**config.mk**
```make
export PLATFORM = sky130hd
export DESIGN_NAME = gated_timer13
export DESIGN_NICKNAME = d
export VERILOG_FILES = /design/src/rtl/gt13_pkg.sv /design/src/rtl/gt13_sync.sv /design/src/rtl/gt13_count_core.sv /design/src/rtl/gated_timer13.sv
export SDC_FILE = /design/constraint.sdc
export NUM_CORES = 1
export LEC_CHECK = 0
export BUFFER_PORTS_ARGS = -buffer_cell sky130_fd_sc_hd__buf_4
export CORE_MARGIN = 3
export CORE_UTILIZATION = 58
export DETAILED_ROUTE_END_ITERATION = 10
export PLACE_DENSITY = 0.95
export SETUP_SLACK_MARGIN = 0.5
export SKIP_CTS_REPAIR_TIMING = 1
export SLEW_MARGIN = 20
export SYNTH_ARGS = -nofsm -noshare
export SYNTH_HDL_FRONTEND = slang
export SYNTH_SLANG_ARGS = --single-unit
```
**constraint.sdc**
```tcl
create_clock -name clk -period 2.8 [get_ports clk]
set_input_delay 0.28 -clock clk [delete_from_list [all_inputs] [get_ports clk]]
set_output_delay 0.28 -clock clk [all_outputs]
set_load 0.1 [all_outputs]
```
**src/rtl/gt13_pkg.sv**
```systemverilog
package gt13_pkg;
    localparam int BYTE_W = 8;
    localparam int HI_W   = 8;
    localparam int LO_W   = 5;

    typedef enum logic [1:0] {
        SEL_CTRL = 2'd0,
        SEL_LOW  = 2'd1,
        SEL_HIGH = 2'd2
    } reg_sel_e;

    // Packed MSB first: flag is bit 4, run is bit 0
    typedef struct packed {
        logic flag;
        logic tog_en;
        logic src_ext;
        logic gate;
        logic run;
    } ctrl_t;

    localparam int CTRL_W = $bits(ctrl_t);

    function automatic ctrl_t ctrl_from_byte(input logic [BYTE_W-1:0] b);
        return ctrl_t'(b[CTRL_W-1:0]);
    endfunction

    function automatic logic [BYTE_W-1:0] ctrl_to_byte(input ctrl_t c);
        return {{(BYTE_W-CTRL_W){1'b0}}, c};
    endfunction
endpackage

```
**src/rtl/gt13_sync.sv**
```systemverilog
module gt13_sync #(
    parameter int STAGES = 2
) (
    input  logic clk,
    input  logic rst,
    input  logic pin_i,
    output logic level_o
);
    logic [STAGES-1:0] chain_q;

    generate
        for (genvar i = 0; i < STAGES; i++) begin : g_stage
            if (i == 0) begin : g_first
                always_ff @(posedge clk) begin
                    if (rst) chain_q[0] <= 1'b0;
                    else     chain_q[0] <= pin_i;
                end
            end else begin : g_next
                always_ff @(posedge clk) begin
                    if (rst) chain_q[i] <= 1'b0;
                    else     chain_q[i] <= chain_q[i-1];
                end
            end
        end
    endgenerate

    assign level_o = chain_q[STAGES-1];
endmodule

```
**src/rtl/gt13_count_core.sv**
```systemverilog
module gt13_count_core
    import gt13_pkg::*;
#(
    parameter int HW = HI_W,
    parameter int LW = LO_W
) (
    input  logic              clk,
    input  logic              rst,
    input  logic              inc_i,
    input  logic              ld_lo_i,
    input  logic              ld_hi_i,
    input  logic [BYTE_W-1:0] wdata_i,
    output logic [HW+LW-1:0]  cnt_o,
    output logic              wrap_o
);
    logic [LW-1:0] lo_q;
    logic [HW-1:0] hi_q;
    logic          any_ld;
    logic          lo_carry;

    assign any_ld   = ld_lo_i | ld_hi_i;
    assign lo_carry = &lo_q;

    always_ff @(posedge clk) begin
        if (rst) begin
            lo_q <= '0;
            hi_q <= '0;
        end else if (any_ld) begin
            if (ld_lo_i) lo_q <= wdata_i[LW-1:0];
            if (ld_hi_i) hi_q <= wdata_i[HW-1:0];
        end else if (inc_i) begin
            lo_q <= lo_q + 1'b1;
            if (lo_carry) hi_q <= hi_q + 1'b1;
        end
    end

    assign cnt_o  = {hi_q, lo_q};
    assign wrap_o = inc_i & ~any_ld & lo_carry & (&hi_q);
endmodule

```
**src/rtl/gated_timer13.sv**
```systemverilog
module gated_timer13
    import gt13_pkg::*;
#(
    parameter int HW          = HI_W,
    parameter int LW          = LO_W,
    parameter int SYNC_STAGES = 2
) (
    input  logic              clk,
    input  logic              rst,
    input  logic              tick_i,
    input  logic              cnt_pin_i,
    input  logic              gate_pin_i,
    input  logic              wr_en_i,
    input  logic [1:0]        wr_sel_i,
    input  logic [BYTE_W-1:0] wr_data_i,
    input  logic [1:0]        rd_sel_i,
    output logic [BYTE_W-1:0] rd_data_o,
    input  logic              ack_i,
    output logic              ovf_o,
    output logic              tog_o
);
    localparam int CNT_W = HW + LW;

    ctrl_t             ctrl_q, ctrl_d, ctrl_wv;
    logic              gate_lvl, cnt_lvl, cnt_last_q, cnt_fall;
    logic              cnt_en, evt_w, inc_w, wrap_w;
    logic              wr_ctrl, ld_lo, ld_hi;
    logic              tog_q;
    logic [CNT_W-1:0]  cnt_w;

    gt13_sync #(.STAGES(SYNC_STAGES)) gate_sync_i (
        .clk(clk), .rst(rst), .pin_i(gate_pin_i), .level_o(gate_lvl)
    );

    gt13_sync #(.STAGES(SYNC_STAGES)) cnt_sync_i (
        .clk(clk), .rst(rst), .pin_i(cnt_pin_i), .level_o(cnt_lvl)
    );

    always_ff @(posedge clk) begin
        if (rst) cnt_last_q <= 1'b0;
        else     cnt_last_q <= cnt_lvl;
    end

    assign cnt_fall = cnt_last_q & ~cnt_lvl;
    assign cnt_en   = ctrl_q.run & (~ctrl_q.gate | gate_lvl);
    assign evt_w    = ctrl_q.src_ext ? cnt_fall : tick_i;
    assign inc_w    = cnt_en & evt_w;

    assign wr_ctrl = wr_en_i && (wr_sel_i == SEL_CTRL);
    assign ld_lo   = wr_en_i && (wr_sel_i == SEL_LOW);
    assign ld_hi   = wr_en_i && (wr_sel_i == SEL_HIGH);

    gt13_count_core #(.HW(HW), .LW(LW)) core_i (
        .clk(clk), .rst(rst), .inc_i(inc_w),
        .ld_lo_i(ld_lo), .ld_hi_i(ld_hi), .wdata_i(wr_data_i),
        .cnt_o(cnt_w), .wrap_o(wrap_w)
    );

    // Later lines win: ack, then software write, then hardware wrap
    always_comb begin
        ctrl_wv = ctrl_from_byte(wr_data_i);
        ctrl_d  = wr_ctrl ? ctrl_wv : ctrl_q;
        ctrl_d.flag = ctrl_q.flag;
        if (ack_i)   ctrl_d.flag = 1'b0;
        if (wr_ctrl) ctrl_d.flag = ctrl_wv.flag;
        if (wrap_w)  ctrl_d.flag = 1'b1;
    end

    always_ff @(posedge clk) begin
        if (rst) begin
            ctrl_q <= '0;
            tog_q  <= 1'b0;
        end else begin
            ctrl_q <= ctrl_d;
            if (wrap_w && ctrl_q.tog_en) tog_q <= ~tog_q;
        end
    end

    always_comb begin
        case (rd_sel_i)
            SEL_CTRL: rd_data_o = ctrl_to_byte(ctrl_q);
            SEL_LOW:  rd_data_o = BYTE_W'(cnt_w[LW-1:0]);
            SEL_HIGH: rd_data_o = BYTE_W'(cnt_w[CNT_W-1:LW]);
            default:  rd_data_o = '0;
        endcase
    end

    assign ovf_o = ctrl_q.flag;
    assign tog_o = tog_q;
endmodule

```
# Word-level counts from Yosys, hierarchy flattened
# Index checks and enable logic that the tools add are counted.
[classes]
order_cmp = 0
div_mod_pow = 0
n_addsub = 2
reduce_logical = 13
n_eq_ne = 6
mul = 0
bitwise_logic = 12
mux = 12
shifts = 0
[ops]
columns = ["cell", "n"]
rows = [
  ["$mux W8", 4],
  ["$pmux W8 S3", 1],
  ["$mux W5", 3],
  ["$add A8 B1 Y8 const B", 1],
  ["$reduce_and A8 Y1", 1],
  ["$and A1 B1 Y1", 6],
  ["$add A5 B1 Y5 const B", 1],
  ["$reduce_and A5 Y1", 1],
  ["$eq A2 B1 Y1 const B", 2],
  ["$eq A2 B2 Y1 const B", 2],
  ["$logic_and A1 B1 Y1", 4],
  ["$logic_not A2 Y1", 2],
  ["$mux W1", 4],
  ["$ne A2 B1 Y1 const B", 2],
  ["$not A1 Y1", 4],
  ["$reduce_bool A2 Y1", 2],
  ["$reduce_and A3 Y1", 1],
  ["$reduce_bool A3 Y1", 1],
  ["$or A1 B1 Y1", 2],
  ["$reduce_and A2 Y1", 1],
]
[totals]
rom_bits = 0
memories = 0
word_cells = 58
out_inout_bits = 10
mem_bits_rw = 0
regBits = 24
latch_bits = 0
inputBits = 19

# Depth between registers and ports, before layout
# Gate-level depths: netlist (run 1).
[logic_depth]
word_depth = 8
depth_mapped = 8
ltp_nobuf = 8

# By module
# A second synthesis (run 1) with hierarchy kept.
[unflattened]
cells_unflattened = 153
hier_area_um2 = 1348.8
[by_module_without_submodules]
columns = ["mod", "instances", "cells_each", "area_each_um2", "seq_area_each_um2"]
rows = [
  ["gt13_count_core", 1, 95, 812.0, 260.2],
  ["gated_timer13", 1, 50, 431.7, 140.1],
  ["gt13_sync", 2, 4, 52.6, 40.0],
]

# Worst setup path before layout (run 1)
# No wires, ideal clock.
[synth_timing]
kind = "reg-to-output"
from = "register ctrl_q, in the netlist ovf_o"
to = "output port rd_data_o[4]"
stages_incl_launch_ff = 3
n_path_buf = 0
setup_slack_ns = -0.705
required_ns = 2.520
arrival_ns = 3.225
cell_sequence = "dfxtp_1 -> mux2i_1 -> o21ai_0"
[synth_via]
elab_chain_cells = 1
[synth_lines]
columns = ["element", "line_no", "text"]
rows = [
  ["start, declared", "gated_timer13.sv:24", "ctrl_t ctrl_q, ctrl_d, ctrl_wv;"],
  ["start signal, assigned", "gated_timer13.sv:74", "ctrl_q <= ctrl_d;"],
  ["$pmux W8 S3", "gated_timer13.sv:80", "case (rd_sel_i)"],
  ["end, declared", "gated_timer13.sv:17", "output logic [BYTE_W-1:0] rd_data_o,"],
]
# Every way passes these cells.

# Worst setup path after layout (run 1)
[layout_timing]
from = "register core_i.lo_q[0]"
to = "register core_i.hi_q[2]"
[layout_via]
elab_chain_cells = 3
[layout_lines]
columns = ["element", "line_no", "text"]
rows = [
  ["start, declared", "gt13_count_core.sv:16", "logic [LW-1:0] lo_q;"],
  ["start signal, assigned", "gt13_count_core.sv:29", "if (ld_lo_i) lo_q <= wdata_i[LW-1:0];"],
  ["start signal, assigned", "gt13_count_core.sv:32", "lo_q <= lo_q + 1'b1;"],
  ["$reduce_and A5 Y1", "gt13_count_core.sv:22", "assign lo_carry = &lo_q;"],
  ["$reduce_bool A2 Y1 (no line)", "-", ""],
  ["$reduce_and A3 Y1 (no line)", "-", ""],
  ["end signal, assigned", "gt13_count_core.sv:30", "if (ld_hi_i) hi_q <= wdata_i[HW-1:0];"],
  ["end signal, assigned", "gt13_count_core.sv:33", "if (lo_carry) hi_q <= hi_q + 1'b1;"],
  ["end, declared", "gt13_count_core.sv:17", "logic [HW-1:0] hi_q;"],
]
# Every way passes these cells.
# A chain may end at the register's enable or synchronous reset.

==> reports/metrics.csv, run 1 <==
stage,metric,value,unit
run_status,outcome,"finished, final reports clean",
routing,Total Wirelength,4080,um
sta,final setup violation count,0,
floorplan,# rows,17,
critical_path,crit-path cells,ha_1 -> and3_1 -> ha_1 -> inv_1 -> a2111oi_4 -> nand2_1 -> a22oi_1 -> o32ai_1,
global_route,first-pass GRT wire length,6740,um
routing,Wirelength per Cell,18.1,um
synth,Synth top area share,34.0,%
power,sw frac,28.6,%
global_route,GRT Resource Usage Total,27.1,%
critical_path,Worst Setup End Kind,flop,
cts,htree depth,1,
power,Pleak,0.631,nW
critical_path,reg2reg path depth,8,
global_route,GR Overflow Total,0,
sta,relative slew slack,58.5,%
cts,TritonCTS clock tree,yes,
critical_path,"Req. time, crit path",3.02,ns
sta,Final Worst Setup Slack,0.692,ns
cts,clk_lat worst skew,0.33,ns
floorplan,Die Y,55.4,um
sta,RSZ-0062 raised after global routing,no,
routing,vias,1477,
layout,Largest Register,core_i.hi_q,
power,Reg power frac,47.9,%
floorplan,IO Pins,29,
synth,"Net Count, Synth",197,
power,power density over the cells,458,nW/um2
min_path,Hold Crit Class,input port to flop,
cts,clock root cell,clkbuf_4,
cts,clock buffer depth,2,
layout,"most common cell after layout, fill and taps aside",nand2_1,
job,total of max-cap violations,0,
cts,Worst-path clk slew,0.14,ns
floorplan,die footprint,3060,um2
layout,post-route cell area,1670,um2
floorplan,initial core utilization,62.7,%
routing,Antenna Nets Post-Route,0,
layout,final core utilization,74.1,%
place,"worst slack, placed",0.771,ns
critical_path,Worst path max stage delay,0.42,ns
sta,Final period util,75.3,%
cts,CTS Sinks,24,
layout,most frequent cells in the layout,"29 x nand2_1, 28 x buf_4, 24 x dfxtp_1",
routing,DRC,0,
critical_path,"Max FO, Critical Path",7,
critical_path,critical path depth,8,
power,Clock power frac,34.3,%
synth,synthesized area per cell,8.07,um2
floorplan,Core ar.,2250,um2
synth,leading area contributor after synthesis,dfxtp_1,
synth,sequential area share after synthesis,34.0,%
routing,vias per cell,6.54,
power,internal power,0.000547,W
sta,fmax,474,MHz
synth,Post-synth EDFFs,0,
layout,Largest regs,"core_i.hi_q (8), core_i.lo_q (5), ctrl_q (4)",
synth,post-synth cell types,39,
critical_path,CP most frequent cell,ha_1,
global_route,vias in the first global route,1434,
sta,Tmin final,2.11,ns
sta,Setup TNS,0,ns
power,worst vdd rail ir drop,0.411,mV
cts,CTS Buf Count,3,
synth,Synth Flop Type,dfxtp_1,
layout,number of flip-flops in the largest register,8,
synth,Yosys reg bits,24,
layout,layout cell share with drive strength beyond 1,19.2,%
routing,Detailed Route Iter0 Violations,136,
sta,clk_skew,0.00446,ns
synth,largest cells by area after synthesis,"dfxtp_1 34%, nand2_1 7.7%, a21oi_1 5.0%",
sta,Final Max Slew Viols,0,
place,Routability Congestion,0.937,
critical_path,Crit-path slowest cell,dfxtp_1,
power,Comb pwr share,17.8,%
critical_path,Setup Crit Path Kind,flop to flop,
floorplan,die width,55.4,um
synth,synth warn,0,
min_path,Hold Path Stages,2,
synth,asr flop ratio synth,0,%
synth,Gate Count Post-Synth,175,
place,post-DP HPWL,2960,um
power,NetSw,0.000220,W
layout,"Area growth, synth to finish",18.3,%
critical_path,Setup crit start kind,flop,
routing,Pre-antenna DRT Iters,5,
critical_path,Top delay family on crit path,compound AO/OA/AOI/OAI gates,
layout,Final #Nets,221,
global_route,largest net degree at the start of global routing,26,
sta,Final Hold Viols,0,
place,I/O Buffers,28,
critical_path,crit path buf inv count,1,
synth,Synth Cell Area,1410,um2
critical_path,CP Data Arrival Time,2.33,ns
place,DP Area,1620,um2
sta,Least-Margin Pin Slew,0.622,ns
global_route,initial antenna violation count,0,
layout,Antenna diodes,0,
layer usage:
layer	share of wire (%)	global-route usage [%]	wire, um	up-vias
met4	2.6	11.1	105	0
met3	10	6.07	419	11
met2	49	44.8	1990	101
met5	0	0	0	-
met1	39	33.9	1570	675
li1	-	-	-	690
power by group through the flow:
stage	clock network [W]	logic, W	registers [W]
2_1_floorplan	0	0.0000886	0.000372
3_3_place_gp	0	0.000127	0.000373
3_5_place_dp	0	0.000133	0.000374
4_1_cts	0.000261	0.000133	0.000366
5_1_grt	0.000275	0.000146	0.000369
6_report	0.000263	0.000136	0.000367
cells by family (layout without fill, tap and decap cells):
logic type	count (synthesis)	after routing	synth area share (%)
xor+xnor	2	2	1.24
flops	24	24	34.0
mux	6	6	4.25
simple gates	70	70	24.4
buf+inv	14	37	4.07
fa+ha+maj	3	3	2.66
compound gates	56	56	29.4
worst reg2reg max path, cell delays in order, from the launching register on:
cell,delay [ns]
dfxtp_1,0.42
ha_1,0.23
and3_1,0.17
ha_1,0.17
inv_1,0.08
a2111oi_4,0.28
nand2_1,0.25
a22oi_1,0.25
o32ai_1,0.14
Yosys cell counts, types with 3 or more instances:
library cell and number:
a32o_1 3, o32ai_1 5, mux2i_1 6, and2_1 5, nor2b_1 8, nand3_1 6, clkbuf_1 5, a22oi_1 4
buf_2 4, ha_1 3, inv_1 5, o21ai_0 12, o31a_1 3, dfxtp_1 24, and3_1 4, nor2_1 7
a311oi_1 3, a21oi_1 14, nand2_1 29
per-stage QoR:
step	instances	hold WS, ns	power [W]
2_1_floorplan	175	0.408	0.000461
3_3_place_gp	222	0.420	0.000500
3_5_place_dp	222	0.429	0.000506
4_1_cts	226	0.157	0.000760
5_1_grt	226	0.157	0.000789
6_report	226	0.157	0.000766
path summary, 6_finish.rpt:
| kind | startpoint | slack [ns] | endpoint |
|---|---|---|---|
| max | core_i.lo_q[0] | 0.69 | core_i.hi_q[2] |
| min | cnt_pin_i | 0.16 | cnt_sync_i.chain_q[0] |
| max reg2reg | core_i.lo_q[0] | 0.69 | core_i.hi_q[2] |
| min reg2reg | cnt_sync_i.chain_q[0] | 0.46 | cnt_sync_i.level_o |
layout make-up:
cell class	count	area [um2]
well taps	28	35.0
inverters	5	18.8
multi-input cells	137	875
repair buffers	28	210
flip-flops and latches	24	480
clock inverters	1	30.0
clock buffers	3	22.5
fillers	193	583
No activity file was read; power rests on OpenSTA's default activity.
==> run 2, diff against run 1 <==
--- a/config.mk
+++ b/config.mk
@@ -7,9 +7,9 @@
 export LEC_CHECK = 0
 export BUFFER_PORTS_ARGS = -buffer_cell sky130_fd_sc_hd__buf_4
 export CORE_MARGIN = 3
-export CORE_UTILIZATION = 58
+export CORE_UTILIZATION = 48
 export DETAILED_ROUTE_END_ITERATION = 10
-export PLACE_DENSITY = 0.95
+export PLACE_DENSITY = 0.85
 export SETUP_SLACK_MARGIN = 0.5
 export SKIP_CTS_REPAIR_TIMING = 1
 export SLEW_MARGIN = 20
==> constraint.sdc (replaced) <==
create_clock -name clk -period 1.8 [get_ports clk]
set_input_delay 0.18 -clock clk [delete_from_list [all_inputs] [get_ports clk]]
set_output_delay 0.18 -clock clk [all_outputs]
set_load 0.1 [all_outputs]
==> run 2 against run 1 <==
The run now ends with setup timing left. Highest routed layer unchanged. Hold slack worse by 0.088 ns. Clock-buffer cell count stayed put. Register-to-register slack worse by 0.75 ns. Maximum frequency is 14% higher. Combinational power is 120% higher. Sequential share of layout area is 4.8 points lower. Via count is 8.9% higher. First-iteration DRC count is 7.4% lower. Die area is 18% higher.
==> reports/metrics.csv, run 2 (synthesis results as in run 1) <==
stage,metric,value,unit
critical_path,Worst Setup End Kind,flop,
sta,Least-Margin Pin Slew,0.489,ns
floorplan,die width,60.3,um
routing,vias per cell,6.54,
place,"worst slack, placed",-0.0154,ns
cts,CTS Buf Count,3,
place,Routability Congestion,0.861,
sta,final setup violation count,4,
power,Pleak,0.771,nW
job,total of max-cap violations,0,
power,power density over the cells,520,nW/um2
sta,clk_skew,0.0150,ns
critical_path,"Req. time, crit path",2.04,ns
global_route,GR Overflow Total,0,
global_route,vias in the first global route,1330,
layout,layout cell share with drive strength beyond 1,47.9,%
routing,Pre-antenna DRT Iters,6,
floorplan,initial core utilization,50.8,%
cts,htree depth,1,
layout,Final #Nets,238,
routing,Detailed Route Iter0 Violations,126,
global_route,first-pass GRT wire length,6300,um
sta,Setup TNS,-0.124,ns
critical_path,CP Data Arrival Time,2.10,ns
place,I/O Buffers,28,
global_route,largest net degree at the start of global routing,26,
cts,clock root cell,clkbuf_4,
floorplan,Core ar.,2780,um2
critical_path,Setup crit start kind,flop,
min_path,Hold Crit Class,input port to flop,
layout,"most common cell after layout, fill and taps aside",buf_4,
sta,Tmin final,1.86,ns
run_status,failing checks,setup timing,
layout,Largest regs,"core_i.hi_q (8), core_i.lo_q (5), ctrl_q (4)",
min_path,Hold Path Stages,2,
power,worst vdd rail ir drop,0.471,mV
sta,Final Hold Viols,0,
floorplan,die footprint,3630,um2
sta,Final Worst Setup Slack,-0.0576,ns
layout,most frequent cells in the layout,"34 x buf_4, 27 x nand2_1, 12 x a21oi_1",
routing,vias,1609,
cts,clk_lat worst skew,0.33,ns
routing,Total Wirelength,5010,um
sta,Final Max Slew Viols,0,
sta,relative slew slack,67.3,%
cts,Worst-path clk slew,0.15,ns
layout,Largest Register,core_i.hi_q,
cts,clock buffer depth,2,
layout,"Area growth, synth to finish",54.1,%
cts,TritonCTS clock tree,yes,
sta,RSZ-0062 raised after global routing,yes,
run_status,outcome,"finished, violations left",
critical_path,Setup Crit Path Kind,flop to flop,
sta,fmax,538,MHz
routing,DRC,0,
global_route,GRT Resource Usage Total,23.2,%
routing,Wirelength per Cell,20.4,um
sta,Final period util,103,%
place,post-DP HPWL,3030,um
critical_path,reg2reg path depth,8,
floorplan,# rows,19,
cts,CTS Sinks,24,
floorplan,Die Y,60.3,um
floorplan,IO Pins,29,
power,Tot Pwr,0.00113,W
layout,Antenna diodes,0,
global_route,initial antenna violation count,0,
layout,number of flip-flops in the largest register,8,
routing,Antenna Nets Post-Route,0,
critical_path,"Max FO, Critical Path",4,
## run 2: cell count changes in the layout (fill, tap and decap cells not counted), sizes merged
cell	before	now
buf	28	44
a221o	1	2
bufinv	1	0
clkinv	0	1
## run 2: layout make-up
| cell class | count | area, um2 |
|---|---|---|
| multi-input combinational | 138 | 1140 |
| inverter | 5 | 18.8 |
| fill | 161 | 604 |
| tap | 31 | 38.8 |
| timing repair buffer | 44 | 432 |
| sequential | 24 | 520 |
| clock buffer | 3 | 22.5 |
| clock inverter | 1 | 3.75 |
## run 2: worst max-delay path: stages, from the launching register on
cell	delay [ns]
dfxtp_4	0.40
ha_4	0.14
and3_4	0.19
ha_4	0.13
inv_2	0.04
a2111oi_4	0.26
and2_4	0.25
o22ai_2	0.08
a221oi_2	0.29
## run 2: path summary, 6_finish.rpt
| kind | from | end | slack, ns |
|---|---|---|---|
| min reg2reg | gate_sync_i.chain_q[0] | gate_sync_i.level_o | 0.45 |
| max reg2reg | core_i.lo_q[0] | core_i.hi_q[0] | -0.06 |
| min | cnt_pin_i | cnt_sync_i.chain_q[0] | 0.07 |
| max | core_i.lo_q[0] | core_i.hi_q[0] | -0.06 |
## run 2: where the power goes
group          total, W  internal (W)  switching, W
combinational  0.000304      0.000125      0.000179
sequential     0.000568      0.000545     0.0000229
clock          0.000260     0.0000815      0.000178
## run 2: through the flow
step           area, um2  cells  hold slack [ns]  utilization (%)
2_1_floorplan       1580    175            0.306                -
3_3_place_gp        1850    232            0.393             66.4
3_5_place_dp        1850    232            0.395             66.4
4_1_cts             1870    236           0.0622             67.4
5_1_grt             2180    246           0.0654             78.3
6_report            2180    246           0.0691             78.3
## run 2: routing by layer
layer / vias up / track usage (%) / part of all wire (%)
met5: - / 0 / 0
met4: 0 / 8.54 / 5.2
met3: 23 / 4.75 / 6.5
met2: 87 / 37.5 / 49
met1: 768 / 30.1 / 39
li1: 731 / - / -
